<file path="src/rtl/serial_cal_pkg.sv">
package serial_cal_pkg;
  localparam int FRAME_W = 24;
  localparam int LEN_W   = 5;

  typedef enum logic [1:0] {OP_READ = 2'd0, OP_WRITE = 2'd1, OP_STATUS = 2'd2, OP_DAC = 2'd3} op_e;
  typedef enum logic [1:0] {XF_TX = 2'd0, XF_RX = 2'd1, XF_WAIT = 2'd2} xfer_e;

  typedef struct packed {
    logic               start;
    xfer_e              kind;
    logic [LEN_W-1:0]   len;
    logic [FRAME_W-1:0] word;
  } strobe_t;
endpackage

</file>
<file path="src/rtl/serial_cal_shift.sv">
module serial_cal_shift
  import serial_cal_pkg::*;
#(
  parameter int PHASE_CYCLES = 125
) (
  input  logic       clk,
  input  logic       rst,
  input  strobe_t    stb,
  input  logic       eeSdi,
  output logic       done,
  output logic [7:0] rxByte,
  output logic       sclk,
  output logic       sdo
);
  localparam int CNT_W = $clog2(PHASE_CYCLES + 1);

  logic               active;
  logic               half;
  xfer_e              kindQ;
  logic [CNT_W-1:0]   phaseCnt;
  logic [LEN_W-1:0]   bitsLeft;
  logic [FRAME_W-1:0] shReg;
  logic               phaseEnd;

  assign phaseEnd = active && (phaseCnt == CNT_W'(PHASE_CYCLES - 1));

  always_ff @(posedge clk) begin
    if (rst) begin
      active   <= 1'b0;
      half     <= 1'b0;
      kindQ    <= XF_WAIT;
      phaseCnt <= '0;
      bitsLeft <= '0;
      shReg    <= '0;
      rxByte   <= '0;
      done     <= 1'b0;
    end else begin
      done <= 1'b0;
      if (stb.start && !active) begin
        active   <= 1'b1;
        kindQ    <= stb.kind;
        half     <= 1'b0;
        phaseCnt <= '0;
        bitsLeft <= stb.len;
        shReg    <= stb.word << (LEN_W'(FRAME_W) - stb.len);
      end else if (active) begin
        if (phaseEnd) begin
          phaseCnt <= '0;
          if (kindQ == XF_WAIT) begin
            active <= 1'b0;
            done   <= 1'b1;
          end else if (!half) begin
            half <= 1'b1;
          end else begin
            half     <= 1'b0;
            bitsLeft <= bitsLeft - 1'b1;
            if (kindQ == XF_TX) shReg  <= shReg << 1;
            if (kindQ == XF_RX) rxByte <= {rxByte[6:0], eeSdi};
            if (bitsLeft == LEN_W'(1)) begin
              active <= 1'b0;
              done   <= 1'b1;
            end
          end
        end else begin
          phaseCnt <= phaseCnt + 1'b1;
        end
      end
    end
  end

  assign sclk = active && (kindQ != XF_WAIT) && ((kindQ == XF_TX) ? half : !half);
  assign sdo  = active && (kindQ == XF_TX) && shReg[FRAME_W-1];

  // data is already settled when the target sees the rising edge
  a_r1_data_setup: assert property (@(posedge clk) disable iff (rst)
    ($rose(sclk) && kindQ == XF_TX) |-> $stable(sdo));
  // a receive frame always collects exactly one byte
  a_r2_rx_byte: assert property (@(posedge clk) disable iff (rst)
    ($rose(active) && kindQ == XF_RX) |-> bitsLeft == LEN_W'(8));
endmodule

</file>
<file path="src/rtl/serial_cal_ctrl.sv">
module serial_cal_ctrl
  import serial_cal_pkg::*;
#(
  parameter int POLL_LIMIT = 10000
) (
  input  logic       clk,
  input  logic       rst,
  input  logic       cmdValid,
  input  logic [1:0] cmdOp,
  input  logic [7:0] cmdAddr,
  input  logic [7:0] cmdData,
  input  logic       done,
  input  logic [7:0] rxByte,
  output strobe_t    stb,
  output logic       busy,
  output logic       err,
  output logic [7:0] rdData,
  output logic       eeEn,
  output logic       wrUnprot,
  output logic       dacLoad
);
  localparam int POLL_W = $clog2(POLL_LIMIT + 1);

  typedef enum logic [3:0] {
    S_IDLE, S_RD_TX, S_RD_RX, S_ST_TX, S_ST_RX, S_PL_TX, S_PL_RX, S_PL_GAP,
    S_WE_TX, S_WE_GAP, S_WR_TX, S_DAC_TX, S_DAC_LD, S_FIN
  } state_e;

  state_e            state;
  logic              launch;
  logic [7:0]        addrQ, dataQ;
  logic [POLL_W-1:0] polls;
  logic              wipQ;
  logic              reject;

  assign reject = (op_e'(cmdOp) == OP_WRITE) && (cmdAddr[7] || cmdAddr < 8'd16);

  always_ff @(posedge clk) begin
    if (rst) begin
      state  <= S_IDLE;
      launch <= 1'b0;
      err    <= 1'b0;
      rdData <= '0;
      addrQ  <= '0;
      dataQ  <= '0;
      polls  <= '0;
      wipQ   <= 1'b0;
    end else begin
      launch <= 1'b0;
      if (state == S_IDLE) begin
        if (cmdValid) begin
          addrQ <= cmdAddr;
          dataQ <= cmdData;
          polls <= '0;
          if (reject) begin
            err <= 1'b1;
          end else begin
            err    <= 1'b0;
            launch <= 1'b1;
            case (op_e'(cmdOp))
              OP_READ:   state <= S_RD_TX;
              OP_STATUS: state <= S_ST_TX;
              OP_WRITE:  state <= S_PL_TX;
              default:   state <= S_DAC_TX;
            endcase
          end
        end
      end else if (done) begin
        launch <= 1'b1;
        case (state)
          S_RD_TX:  state <= S_RD_RX;
          S_RD_RX:  begin rdData <= rxByte; state <= S_FIN; end
          S_ST_TX:  state <= S_ST_RX;
          S_ST_RX:  begin rdData <= rxByte; state <= S_FIN; end
          S_PL_TX:  state <= S_PL_RX;
          S_PL_RX:  begin wipQ <= rxByte[0]; polls <= polls + 1'b1; state <= S_PL_GAP; end
          S_PL_GAP: begin
            if (!wipQ) state <= S_WE_TX;
            else if (polls == POLL_W'(POLL_LIMIT)) begin err <= 1'b1; state <= S_FIN; end
            else state <= S_PL_TX;
          end
          S_WE_TX:  state <= S_WE_GAP;
          S_WE_GAP: state <= S_WR_TX;
          S_WR_TX:  state <= S_FIN;
          S_DAC_TX: state <= S_DAC_LD;
          S_DAC_LD: state <= S_FIN;
          default:  begin launch <= 1'b0; state <= S_IDLE; end
        endcase
      end
    end
  end

  always_comb begin
    stb       = '0;
    stb.start = launch;
    stb.kind  = XF_WAIT;
    case (state)
      S_RD_TX:  begin stb.kind = XF_TX; stb.len = LEN_W'(16); stb.word = {8'h00, 8'h03, addrQ}; end
      S_ST_TX, S_PL_TX:
                begin stb.kind = XF_TX; stb.len = LEN_W'(8);  stb.word = {16'h0000, 8'h05}; end
      S_RD_RX, S_ST_RX, S_PL_RX:
                begin stb.kind = XF_RX; stb.len = LEN_W'(8); end
      S_WE_TX:  begin stb.kind = XF_TX; stb.len = LEN_W'(8);  stb.word = {16'h0000, 8'h06}; end
      S_WR_TX:  begin stb.kind = XF_TX; stb.len = LEN_W'(24); stb.word = {8'h02, addrQ, dataQ}; end
      S_DAC_TX: begin stb.kind = XF_TX; stb.len = LEN_W'(12); stb.word = {12'h000, addrQ[3:0], dataQ}; end
      default:  stb.kind = XF_WAIT;
    endcase
  end

  assign busy     = (state != S_IDLE);
  assign eeEn     = (state inside {S_RD_TX, S_RD_RX, S_ST_TX, S_ST_RX, S_PL_TX, S_PL_RX, S_WE_TX, S_WR_TX});
  assign wrUnprot = (state inside {S_WE_TX, S_WE_GAP, S_WR_TX});
  assign dacLoad  = (state == S_DAC_LD);

  // an out-of-window write is refused with no transaction
  a_r7_reject: assert property (@(posedge clk) disable iff (rst)
    (cmdValid && !busy && cmdOp == 2'd1 && (cmdAddr < 8'd16 || cmdAddr > 8'd127)) |=> (!busy && err));
  // the DAC strobe never overlaps the EEPROM select lines
  a_r8_dac_excl: assert property (@(posedge clk) disable iff (rst)
    dacLoad |-> (!eeEn && !wrUnprot));
  // lines are released when busy ends
  a_r9_release: assert property (@(posedge clk) disable iff (rst)
    $fell(busy) |-> (!eeEn && !wrUnprot && !dacLoad));
  // an accepted command clears the error flag
  a_r11_err_clear: assert property (@(posedge clk) disable iff (rst)
    (cmdValid && !busy && !(cmdOp == 2'd1 && (cmdAddr < 8'd16 || cmdAddr > 8'd127))) |=> (busy && !err));
endmodule

</file>
<file path="src/rtl/serial_cal_top.sv">
module serial_cal_top
  import serial_cal_pkg::*;
#(
  parameter int PHASE_CYCLES = 125,
  parameter int POLL_LIMIT   = 10000
) (
  input  logic       clk,
  input  logic       rst,
  input  logic       cmdValid,
  input  logic [1:0] cmdOp,
  input  logic [7:0] cmdAddr,
  input  logic [7:0] cmdData,
  input  logic       eeSdi,
  output logic       busy,
  output logic       err,
  output logic [7:0] rdData,
  output logic       sclk,
  output logic       sdo,
  output logic       eeEn,
  output logic       wrUnprot,
  output logic       dacLoad
);
  strobe_t    stb;
  logic       done;
  logic [7:0] rxByte;

  serial_cal_ctrl #(.POLL_LIMIT(POLL_LIMIT)) u_ctrl (
    .clk(clk), .rst(rst), .cmdValid(cmdValid), .cmdOp(cmdOp), .cmdAddr(cmdAddr),
    .cmdData(cmdData), .done(done), .rxByte(rxByte), .stb(stb), .busy(busy),
    .err(err), .rdData(rdData), .eeEn(eeEn), .wrUnprot(wrUnprot), .dacLoad(dacLoad)
  );

  serial_cal_shift #(.PHASE_CYCLES(PHASE_CYCLES)) u_shift (
    .clk(clk), .rst(rst), .stb(stb), .eeSdi(eeSdi), .done(done),
    .rxByte(rxByte), .sclk(sclk), .sdo(sdo)
  );

  // the serial clock only moves inside a command
  a_r10_sclk_busy: assert property (@(posedge clk) disable iff (rst)
    sclk |-> busy);
endmodule

</file>
<file path="config.mk">
export PLATFORM = sky130hd
export DESIGN_NAME = serial_cal_top
export DESIGN_NICKNAME = d
export VERILOG_FILES = /design/src/rtl/serial_cal_pkg.sv /design/src/rtl/serial_cal_shift.sv /design/src/rtl/serial_cal_ctrl.sv /design/src/rtl/serial_cal_top.sv
export SDC_FILE = /design/constraint.sdc
export NUM_CORES = 1
export LEC_CHECK = 0
export ABC_AREA = 1
export CORE_UTILIZATION = 30
export CTS_BUF_LIST = sky130_fd_sc_hd__clkbuf_4 sky130_fd_sc_hd__clkbuf_8
export DETAILED_ROUTE_END_ITERATION = 6
export DONT_BUFFER_PORTS = 1
export GPL_ROUTABILITY_DRIVEN = 0
export GPL_TIMING_DRIVEN = 0
export PLACE_DENSITY = 0.51
export SLEW_MARGIN = 0
export SYNTH_ARGS = -nofsm -noshare
export SYNTH_HDL_FRONTEND = slang
export SYNTH_SLANG_ARGS = --single-unit
</file>
<file path="constraint.sdc">
create_clock -name clk -period 4.84 [get_ports clk]
set_input_delay 0.242 -clock clk [delete_from_list [all_inputs] [get_ports clk]]
set_output_delay 0.242 -clock clk [all_outputs]
set_load 0.03 [all_outputs]
</file>
==> impl_metrics.env, run 1 <==
export IMPL_outcome="finished clean"
export IMPL_grt_setup_unrepaired="false"
export IMPL_final_max_slew_violation_count=0
export IMPL_instances_no_fill=961
export IMPL_die_x_um=130.6
export IMPL_cp_max_fo=10
export IMPL_viasPerCell=4.879
export IMPL_grt_pass1_wl_mm=22.71
export IMPL_final_nets=772
export IMPL_cts_tree="yes"
export IMPL_r2r_cells=8
export IMPL_syn_avg_cell_area_um2=6.846
export IMPL_grt_overflow=0
export IMPL_initial_core_util=0.3102
export IMPL_synth_top_area_share=0.3791
export IMPL_clk_pin_slew_worst_paths_ns=0.11
export IMPL_critical_path_arrival_ns=2.15
export IMPL_via_count=4689
export IMPL_hold_class="in2reg"
export IMPL_area_growth_syn_to_layout_pct=9.982
export IMPL_tns_ns=0
export IMPL_worstSetupPathType="reg2out"
export IMPL_drt_initial_drc_count=352
export IMPL_synth_seq_area_share=0.3791
export IMPL_holdWs_ns=0.02312
export IMPL_boundaryPins=37
export IMPL_rows=46
export IMPL_clkSinkCount=94
export IMPL_yosys_warnings=0
export IMPL_max_slew_margin=0.4180
export IMPL_grt_total_usage=0.1739
export IMPL_setup_viol=0
export IMPL_drt_wl_total_mm=14.02
export IMPL_numCtsBuffers=9
export IMPL_finalHoldViolCount=0
export IMPL_io_buffers=0
export IMPL_grt_pass1_vias=4259
export IMPL_worstSkewPairLatency_ns=0.39
export IMPL_worstSetupStartpointType="register"
export IMPL_htree_num_levels=3
export IMPL_antenna_left=0
export IMPL_cp_end_kind="output pin"
export IMPL_antennaDiodeCount=0
export IMPL_skew_ns=0.01548
export IMPL_r2r_slack_ns=2.66
export IMPL_syn_inst=725
export IMPL_worstPathRequired_ns=4.60
export IMPL_dp_cells=941
export IMPL_fin_crit_ns=2.397
export IMPL_max_clock_path_buffers=2
export IMPL_power_leakage_nw=2.100
export IMPL_synthTopCellsByArea="dfxtp_1 38%, nand2_1 11%, a21oi_1 8.3%"
export IMPL_hpwlAfterDp_mm=10.62
export IMPL_irDropWorstVdd_mv=0.2849
export IMPL_timing_fmax_ghz=0.4172
export IMPL_drv_cap=0
export IMPL_grt_start_max_net_pins=19
export IMPL_grt_antenna_before_repair=0
export IMPL_core_area_mm2=0.01600
export IMPL_worst_slew_pin_slew_ns=0.8730
export IMPL_fill_cells=1809
export IMPL_syn_num_nets=757
export IMPL_timing_final_crit_share=0.4952
export IMPL_netlist_area_mm2=0.004964
export IMPL_holdPathStages=2
export IMPL_synthDistinctLibCells=40
export IMPL_root_buffer="clkbuf_8"
export IMPL_dieArea_mm2=0.01706
export IMPL_drive_gt1_frac=0.08993
export IMPL_drc=0
export IMPL_synth_seq_cells=94
export IMPL_die_h_um=130.6
export IMPL_first_pass_iters=5
export IMPL_powerDensity_mw_per_mm2=482.8
export IMPL_synth_largest_area_cell="dfxtp_1"
export IMPL_wire_per_inst_um=14.59
-- stage by stage --
step           instance area [um2]    util  setup slack, ns  power, mW
6_report                      5459  0.3412            2.443      2.636
3_3_place_gp                  5234  0.3271            2.694      2.132
5_1_grt                       5459  0.3412            2.280      2.848
2_1_floorplan                 4964       -            3.080      1.849
3_5_place_dp                  5234  0.3271            2.641      2.130
4_1_cts                       5459  0.3412            2.410      2.657
-- synth_stat cells (all sizes together) --
library cell    n
and2            2
nand2         147
a211oi          3
and3            1
a31o            2
o21bai          3
xnor2           3
o21ai          84
nor2           75
or2             2
nand4          20
nand3b          2
o211ai          2
clkbuf         15
inv            71
ha             10
o31ai           2
nor3           13
nand3          67
nor3b           1
a21o            1
dfxtp          94
buf            17
a21oi          82
xor2            3
clkinv          3
-- worst paths after layout --
path	start	endpoint
max	u_ctrl.state[2]	busy
min	cmdData[1]	u_ctrl.dataQ[1]
max reg2reg	u_ctrl.state[2]	u_ctrl.polls[7]
min reg2reg	u_shift.phaseCnt[6]	u_shift.phaseCnt[6]
-- logic make-up (layout without fill, tap and decap cells) --
logic type,Yosys count,after routing,synth area share
simple gates,330,330,0.3040
compound gates,179,179,0.1875
buf+inv,106,126,0.09352
flops,94,94,0.3791
fa+ha+maj,10,10,0.02521
xor+xnor,6,6,0.01059
-- area by class of cell --
cell class	count	area (um2)	share of cell area
clock buffer	9	123.9	0.02269
tap	216	270.3	0.04951
clock inverter	7	61.31	0.01123
sequential	94	1882	0.3447
inverter	74	280.3	0.05134
multi-input combinational	525	2618	0.4795
buffer	32	183.9	0.03369
timing repair buffer	4	40.04	0.007334
-- routing by layer --
metal | routed length, um | part of all wire | GRT usage
met1 | 7107 | 0.51 | 0.2527
met2 | 5910 | 0.42 | 0.2546
met3 | 718 | 0.051 | 0.03420
met4 | 281 | 0.020 | 0.05747
met5 | 0 | 0 | 0
-- cell usage in the layout (no fill, tap or decap), types with 2 or more instances in the layout --
master           n
inv_8            2
inv_6            3
a21oi_1         82
nand2_4          2
nand2_2          6
inv_2            8
nand2_1        139
buf_2            9
xor2_1           3
o31ai_1          2
dfxtp_1         94
dlygate4sd3_1    4
and2_1           2
ha_1            10
buf_6            6
nor2_1          68
nand4_1         19
nand3_2          4
buf_4            2
inv_1           62
o21ai_0         81
nand3_1         63
clkbuf_1        15
o21bai_1         3
xnor2_1          3
nor3_1          12
clkbuf_8         9
o21ai_1          3
a31o_2           2
a211oi_1         3
o211ai_1         2
clkinv_1         3
nor2_2           6
-- flip-flops by register name, indices dropped and copies added (netlist names), 2 cells and up --
register and cells:
u_ctrl.rdData 8, u_shift.shReg 24, u_shift.rxByte 8, u_ctrl.polls 14, u_ctrl.dataQ 8, u_ctrl.addrQ 8
u_shift.bitsLeft 5, u_ctrl.state 4, u_shift.phaseCnt 7, u_shift.kindQ 2
-- critical path, stage by stage, from the launching register on --
cell      delay (ns)
dfxtp_1         0.40
inv_1           0.08
ha_1            0.32
inv_2           0.15
nor2_8          0.07
inv_2           0.08
clkbuf_1        0.66
-- report_power, final --
group / leakage [nW] / switching (mW) / internal [mW]
clock: 0.0945 / 0.323 / 0.199
combinational: 1.24 / 0.764 / 0.347
sequential: 0.763 / 0.0885 / 0.914
total: 2.10 / 1.18 / 1.46
-- repair_timing --
item / CTS / global route
setup buffers: 0 / 0
hold buffers: 4 / 0
resized for setup: 0 / 0
endpoints found under the hold margin: 4 / 0
Power figures use the tool's default switching activity.
==> run 2, diff against run 1 <==
--- a/config.mk
+++ b/config.mk
@@ -12,7 +12,7 @@
 export DONT_BUFFER_PORTS = 1
 export GPL_ROUTABILITY_DRIVEN = 0
 export GPL_TIMING_DRIVEN = 0
-export PLACE_DENSITY = 0.51
+export PLACE_DENSITY = 0.52
 export SLEW_MARGIN = 0
 export SYNTH_ARGS = -nofsm -noshare
 export SYNTH_HDL_FRONTEND = slang
==> constraint.sdc (replaced) <==
create_clock -name clk -period 2 [get_ports clk]
set_input_delay 0.1 -clock clk [delete_from_list [all_inputs] [get_ports clk]]
set_output_delay 0.1 -clock clk [all_outputs]
set_load 0.03 [all_outputs]
==> impl_metrics.env, run 2 (same netlist as run 1, synthesis figures left out) <==
export IMPL_first_pass_iters=5
export IMPL_grt_setup_unrepaired="true"
export IMPL_core_area_mm2=0.01600
export IMPL_die_x_um=130.6
export IMPL_max_slew_margin=0.4507
export IMPL_clkSinkCount=94
export IMPL_internal_power_mw=3.603
export IMPL_cts_tree="yes"
export IMPL_wire_per_inst_um=14.40
export IMPL_r2r_end="u_ctrl.state[2]"
export IMPL_r2r_cells=10
export IMPL_critical_path_max_stage_delay_ns=0.37
export IMPL_holdWs_ns=0.03647
export IMPL_io_buffers=0
export IMPL_worstPathRequired_ns=1.90
export IMPL_grt_overflow=0
export IMPL_dieArea_mm2=0.01706
export IMPL_layout_common_cells="139 x nand2_1, 92 x dfxtp_1, 81 x o21ai_0, 81 x a21oi_1, 67 x nor2_1"
export IMPL_finalHoldViolCount=0
export IMPL_grt_pass1_vias=4437
export IMPL_clk_pin_slew_worst_paths_ns=0.10
export IMPL_antennaDiodeCount=0
export IMPL_p_seq_frac=0.372
export IMPL_root_buffer="clkbuf_8"
export IMPL_worstSetupStartpointType="register"
export IMPL_r2r_start="u_ctrl.state[1]"
export IMPL_hold_class="in2reg"
export IMPL_hpwlAfterDp_mm=10.46
export IMPL_grt_pass1_wl_mm=23.23
export IMPL_drive_gt1_frac=0.1039
export IMPL_cpMostUsedCell="inv_1"
export IMPL_path_buf_inv=2
export IMPL_combPwrFrac=0.430
export IMPL_area_growth_syn_to_layout_pct=14.44
export IMPL_worstSkewPairLatency_ns=0.40
export IMPL_drt_wl_total_mm=14.06
export IMPL_min_to="u_ctrl.polls[2]"
export IMPL_post_cts_setup_buffer_count=0
export IMPL_largest_register="u_shift.shReg"
export IMPL_drv_cap=0
export IMPL_r2r_slack_ns=0.17
export IMPL_irDropWorstVdd_mv=0.7345
export IMPL_reg_largest_list="u_shift.shReg (24), u_ctrl.polls (14)"
export IMPL_boundaryPins=37
export IMPL_outcome="finished clean"
export IMPL_timing_final_crit_share=0.9333
export IMPL_instances_no_fill=976
export IMPL_antenna_left=0
export IMPL_numCtsBuffers=9
export IMPL_final_nets=787
export IMPL_power_leakage_nw=2.189
export IMPL_tns_ns=0
export IMPL_drt_initial_drc_count=336
export IMPL_path_cells="inv_1, ha_2, nand3_1, nand2_2, nor2_4, inv_1, nor2_2, nand3_4"
export IMPL_drc=0
export IMPL_setup_viol=0
export IMPL_setup_ws_ns=0.1333
export IMPL_grt_antenna_before_repair=0
export IMPL_power_frac_clock=0.198
export IMPL_switching_share=0.4474
export IMPL_largest_register_ffs=24
export IMPL_dp_cells=941
export IMPL_final_common_cell="nand2_1"
export IMPL_max_clock_path_buffers=2
export IMPL_pre_cts_slack_ns=-0.1269
export IMPL_power_mw=6.520
export IMPL_cp_end_kind="output pin"
export IMPL_powerDensity_mw_per_mm2=1148
export IMPL_cp_max_fo=7
export IMPL_cp_top_family="simple AND/OR/NAND/NOR gates"
export IMPL_fin_crit_ns=1.867
export IMPL_die_h_um=130.6
export IMPL_cp_slowest_cell="dfxtp_2"
export IMPL_critical_path_arrival_ns=1.77
export IMPL_rows=46
export IMPL_skew_ns=0.02184
export IMPL_p_switching_mw=2.917
export IMPL_worstSetupPathType="reg2out"
export IMPL_grt_total_usage=0.1770
export IMPL_holdPathStages=3
export IMPL_via_count=4798
export IMPL_worstHoldStart="cmdValid"
export IMPL_htree_num_levels=3
export IMPL_grt_start_max_net_pins=20
export IMPL_viasPerCell=4.916
export IMPL_initial_core_util=0.3102
export IMPL_timing_fmax_ghz=0.5357
export IMPL_worst_slew_pin_slew_ns=0.8210
export IMPL_final_max_slew_violation_count=0
==> run 2: metal layers <==
| metal | global-route usage | up-vias | share of wire |
|---|---|---|---|
| li1 | - | 2480 | - |
| met1 | 0.2594 | 2195 | 0.52 |
| met2 | 0.2527 | 109 | 0.42 |
| met3 | 0.03746 | 14 | 0.043 |
| met4 | 0.06220 | 0 | 0.016 |
| met5 | 0 | - | 0 |
==> run 2: stage by stage <==
step	area [um2]	util
3_3_place_gp	5234	0.3271
5_1_grt	5680	0.3550
6_report	5680	0.3550
2_1_floorplan	4964	-
3_5_place_dp	5234	0.3271
4_1_cts	5639	0.3524
==> run 2: worst max-delay path by stage <==
stage | to | start | cells after the start
6_report | eeEn | u_ctrl.state[2] | 8
5_1_grt | u_shift.shReg[0] | u_ctrl.state[3] | 10
4_1_cts | eeEn | u_ctrl.state[2] | 8
3_5_place_dp | u_ctrl.polls[12] | u_ctrl.state[2] | 8
3_3_place_gp | u_ctrl.state[3] | u_ctrl.state[2] | 9
2_1_floorplan | u_ctrl.state[3] | u_ctrl.state[2] | 9
==> run 2: timing repair <==
action                                  4_1_cts  5_1_grt
pin swaps                                     1        0
endpoints found under the hold margin        19        0
endpoints found under the setup margin       10       34
hold buffers                                 19        0
resized for setup                             5       14
==> run 2: cell type report <==
| type | instances | area (um2) |
|---|---|---|
| tap | 216 | 270.3 |
| multi-input combinational | 525 | 2668 |
| buffer | 32 | 187.7 |
| inverter | 74 | 284.0 |
| sequential | 94 | 1884 |
| clock inverter | 7 | 72.57 |
| clock buffer | 9 | 123.9 |
| fill | 1822 | 10320 |
| timing repair buffer | 19 | 190.2 |
==> run 2: worst reg2reg max path: cells and delay by family, from the launching register on <==
family                 cells  cell delay (ns)
buffers and inverters      3             0.29
DFF                        1             0.32
and+or+nand+nor            7             1.18
==> run 2: power groups by stage <==
stage                     combinational, mW  clock [mW]  sequential [mW]
after global placement                 2.69           0             2.46
after CTS                              2.76        1.34             2.42
after detailed placement               2.68           0             2.46
final                                  2.80        1.29             2.43
after floorplan                        2.07           0             2.40
after global routing                   3.15        1.42             2.47
==> run 3, diff against run 2 <==
--- a/config.mk
+++ b/config.mk
@@ -6,6 +6,7 @@
 export NUM_CORES = 1
 export LEC_CHECK = 0
 export ABC_AREA = 1
+export CAP_MARGIN = 20
 export CORE_UTILIZATION = 30
 export CTS_BUF_LIST = sky130_fd_sc_hd__clkbuf_4 sky130_fd_sc_hd__clkbuf_8
 export DETAILED_ROUTE_END_ITERATION = 6
@@ -16,4 +17,5 @@
 export SLEW_MARGIN = 0
 export SYNTH_ARGS = -nofsm -noshare
 export SYNTH_HDL_FRONTEND = slang
+export SYNTH_HIERARCHICAL = 1
 export SYNTH_SLANG_ARGS = --single-unit
==> impl_metrics.env, run 3 <==
export IMPL_synthMuxAreaShare=0
export IMPL_setup_viol=0
export IMPL_grt_use_met3=0.02985
export IMPL_hold_class="in2reg"
export IMPL_dieArea_mm2=0.02034
export IMPL_core_area_mm2=0.01940
export IMPL_path_cells="inv_4, nand2_4, inv_4, nand2_4, buf_12, o21ai_4, inv_1, o211ai_1, nand3_1, nand2_2, buf_4, o211ai_1, a21oi_1"
export IMPL_tns_ns=0
export IMPL_setup_ws_ns=0.05619
export IMPL_area_growth_syn_to_layout_pct=20.73
export IMPL_numCtsBuffers=9
export IMPL_rows=51
export IMPL_first_pass_iters=5
export IMPL_grt_total_usage=0.1812
export IMPL_layout_common_cells="171 x nand2_1, 117 x nand3_1, 92 x dfxtp_1, 91 x o21ai_0, 80 x inv_1"
export IMPL_outcome="finished clean"
export IMPL_grt_start_max_net_pins=17
export IMPL_synthAdderAreaFrac=0.01476
export IMPL_timing_fmax_ghz=0.5145
export IMPL_critical_path_max_stage_delay_ns=0.38
export IMPL_pre_cts_slack_ns=-0.4826
export IMPL_power_leakage_nw=2.770
export IMPL_viasPerCell=4.936
export IMPL_finalHoldViolCount=0
export IMPL_hpwlAfterDp_mm=13.25
export IMPL_synth_compound_gate_area_share=0.2002
export IMPL_io_buffers=0
export IMPL_final_common_cell="nand2_1"
export IMPL_syn_inst=918
export IMPL_grt_use_met2=0.2877
export IMPL_synthTopCellsByArea="dfxtp_1 32%, nand2_1 12%, nand3_1 10%"
export IMPL_yosys_warnings=6
export IMPL_powerDensity_mw_per_mm2=875.2
export IMPL_power_mw=6.268
export IMPL_clk_pin_slew_worst_paths_ns=0.10
export IMPL_antennaDiodeCount=0
export IMPL_grt_pass1_vias=5574
export IMPL_worstSkewPairLatency_ns=0.37
export IMPL_grt_busiest_layer="met2"
export IMPL_irDropWorstVdd_mv=0.5722
export IMPL_cp_slowest_cell="dfxtp_4"
export IMPL_synth_edff_count=0
export IMPL_wire_per_inst_um=14.36
export IMPL_synth_seq_cells=94
export IMPL_grt_setup_unrepaired="true"
export IMPL_skew_ns=0.01436
export IMPL_clkSinkCount=94
export IMPL_worstSetupStartpointType="register"
export IMPL_drt_initial_drc_count=415
export IMPL_grt_overflow=0
export IMPL_synthArstFlopShare=0
export IMPL_boundaryPins=37
export IMPL_grt_util_met1=0.2506
export IMPL_die_x_um=142.6
export IMPL_fin_crit_ns=1.944
export IMPL_antenna_left=0
export IMPL_cp_max_fo=10
export IMPL_ys_top_cells_by_count="185 x nand2_1, 119 x nand3_1, 97 x o21ai_0"
export IMPL_largest_register_ffs=24
export IMPL_final_max_slew_violation_count=0
export IMPL_holdWs_ns=0.04838
export IMPL_yosys_area_share_simple=0.3328
export IMPL_root_buffer="clkbuf_8"
export IMPL_ys_flop_type="dfxtp_1"
export IMPL_yosysMostFrequentCell="nand2_1"
export IMPL_worstSetupPathType="reg2reg"
export IMPL_cp_end_kind="register"
export IMPL_cts_tree="yes"
export IMPL_timing_final_crit_share=0.9719
export IMPL_grt_pass1_wl_mm=29.02
export IMPL_worstPathRequired_ns=2.30
export IMPL_worst_slew_pin_slew_ns=0.8092
export IMPL_drt_wl_total_mm=17.88
export IMPL_synth_largest_area_cell="dfxtp_1"
export IMPL_drc=0
export IMPL_reg_largest_list="u_shift/shReg (24), u_ctrl/polls (14)"
export IMPL_largest_register="u_shift/shReg"
export IMPL_htree_num_levels=3
export IMPL_grt_antenna_before_repair=0
export IMPL_fin_util=0.3692
export IMPL_synth_seq_area_share=0.3172
export IMPL_drv_cap=0
export IMPL_final_nets=1004
export IMPL_synth_top_area_share=0.3172
export IMPL_synthDistinctLibCells=46
export IMPL_via_count=6145
export IMPL_drive_gt1_frac=0.1643
export IMPL_synth_xor_area_share=0.01308
export IMPL_initial_core_util=0.3058
export IMPL_max_slew_margin=0.4586
export IMPL_die_h_um=142.6
export IMPL_max_clock_path_buffers=2
export IMPL_syn_avg_cell_area_um2=6.462
export IMPL_critical_path_arrival_ns=2.25
export IMPL_netlist_area_mm2=0.005932
export IMPL_synth_top_family_by_area="simple AND/OR/NAND/NOR gates"
[run 3: cell types whose count changed after synthesis, moves of 9 or more]
cell / previous run / this run
nand3_1: 63 / 119
nand2_1: 139 / 185
inv_1: 62 / 88
nor2_1: 68 / 86
o21ai_0: 81 / 97
buf_4: 2 / 15
o211ai_1: 2 / 11
[run 3: critical path: cells and delay by family, from the launching register on]
family	cells	cell delay [ns]
compound gates	4	0.60
buf+inv	5	0.50
simple gates	4	0.40
flops	1	0.38
[run 3: where the power goes]
part	switching, mW	internal, mW
combinational	1.86	0.976
sequential	0.115	2.08
clock	0.724	0.517
[run 3: cell families after synthesis]
kind of cell / count (synthesis)
buffers and inverters: 149
XOR/XNOR: 8
AO/OA/AOI/OAI: 221
adder cells (fa/ha/maj): 7
AND/OR/NAND/NOR: 438
flip-flops: 94
other: 1
[run 3: final timing paths]
check                       from                  end  slack, ns  depth (start not counted)
min                          rst      u_ctrl/polls[7]       0.05                          5
max reg2reg      u_ctrl/state[2]    u_shift/shReg[13]       0.06                         13
min reg2reg  u_shift/phaseCnt[6]  u_shift/phaseCnt[6]       0.45                          1
max              u_ctrl/state[2]    u_shift/shReg[13]       0.06                         13
[run 3: area by class of cell]
class,instances,area [um2]
multi-input cells,683,3649
fillers,2141,12240
well taps,265,331.6
clock buffers,11,145.1
flip-flops and latches,94,1889
inverters,94,365.4
repair buffers,38,335.3
plain buffers,55,405.4
clock inverters,5,41.29
[run 3: what timing repair did]
action	in CTS	in global routing
setup endpoints to repair	24	27
hold buffers	20	0
hold endpoints to repair	20	0
pin swaps	4	17
resized for setup	42	58
setup buffers	2	16
[run 3: metrics by stage]
stage | area [um2] | cells
2_1_floorplan | 5962 | 926
5_1_grt | 7162 | 1245
3_5_place_dp | 6294 | 1191
4_1_cts | 6835 | 1229
6_report | 7162 | 1245
3_3_place_gp | 6294 | 1191
[run 3: metal layers]
layer / vias to the layer above / part of all wire
li1: 3161 / -
met1: 2829 / 0.49
met2: 132 / 0.46
met3: 23 / 0.036
met4: 0 / 0.017
met5: - / 0
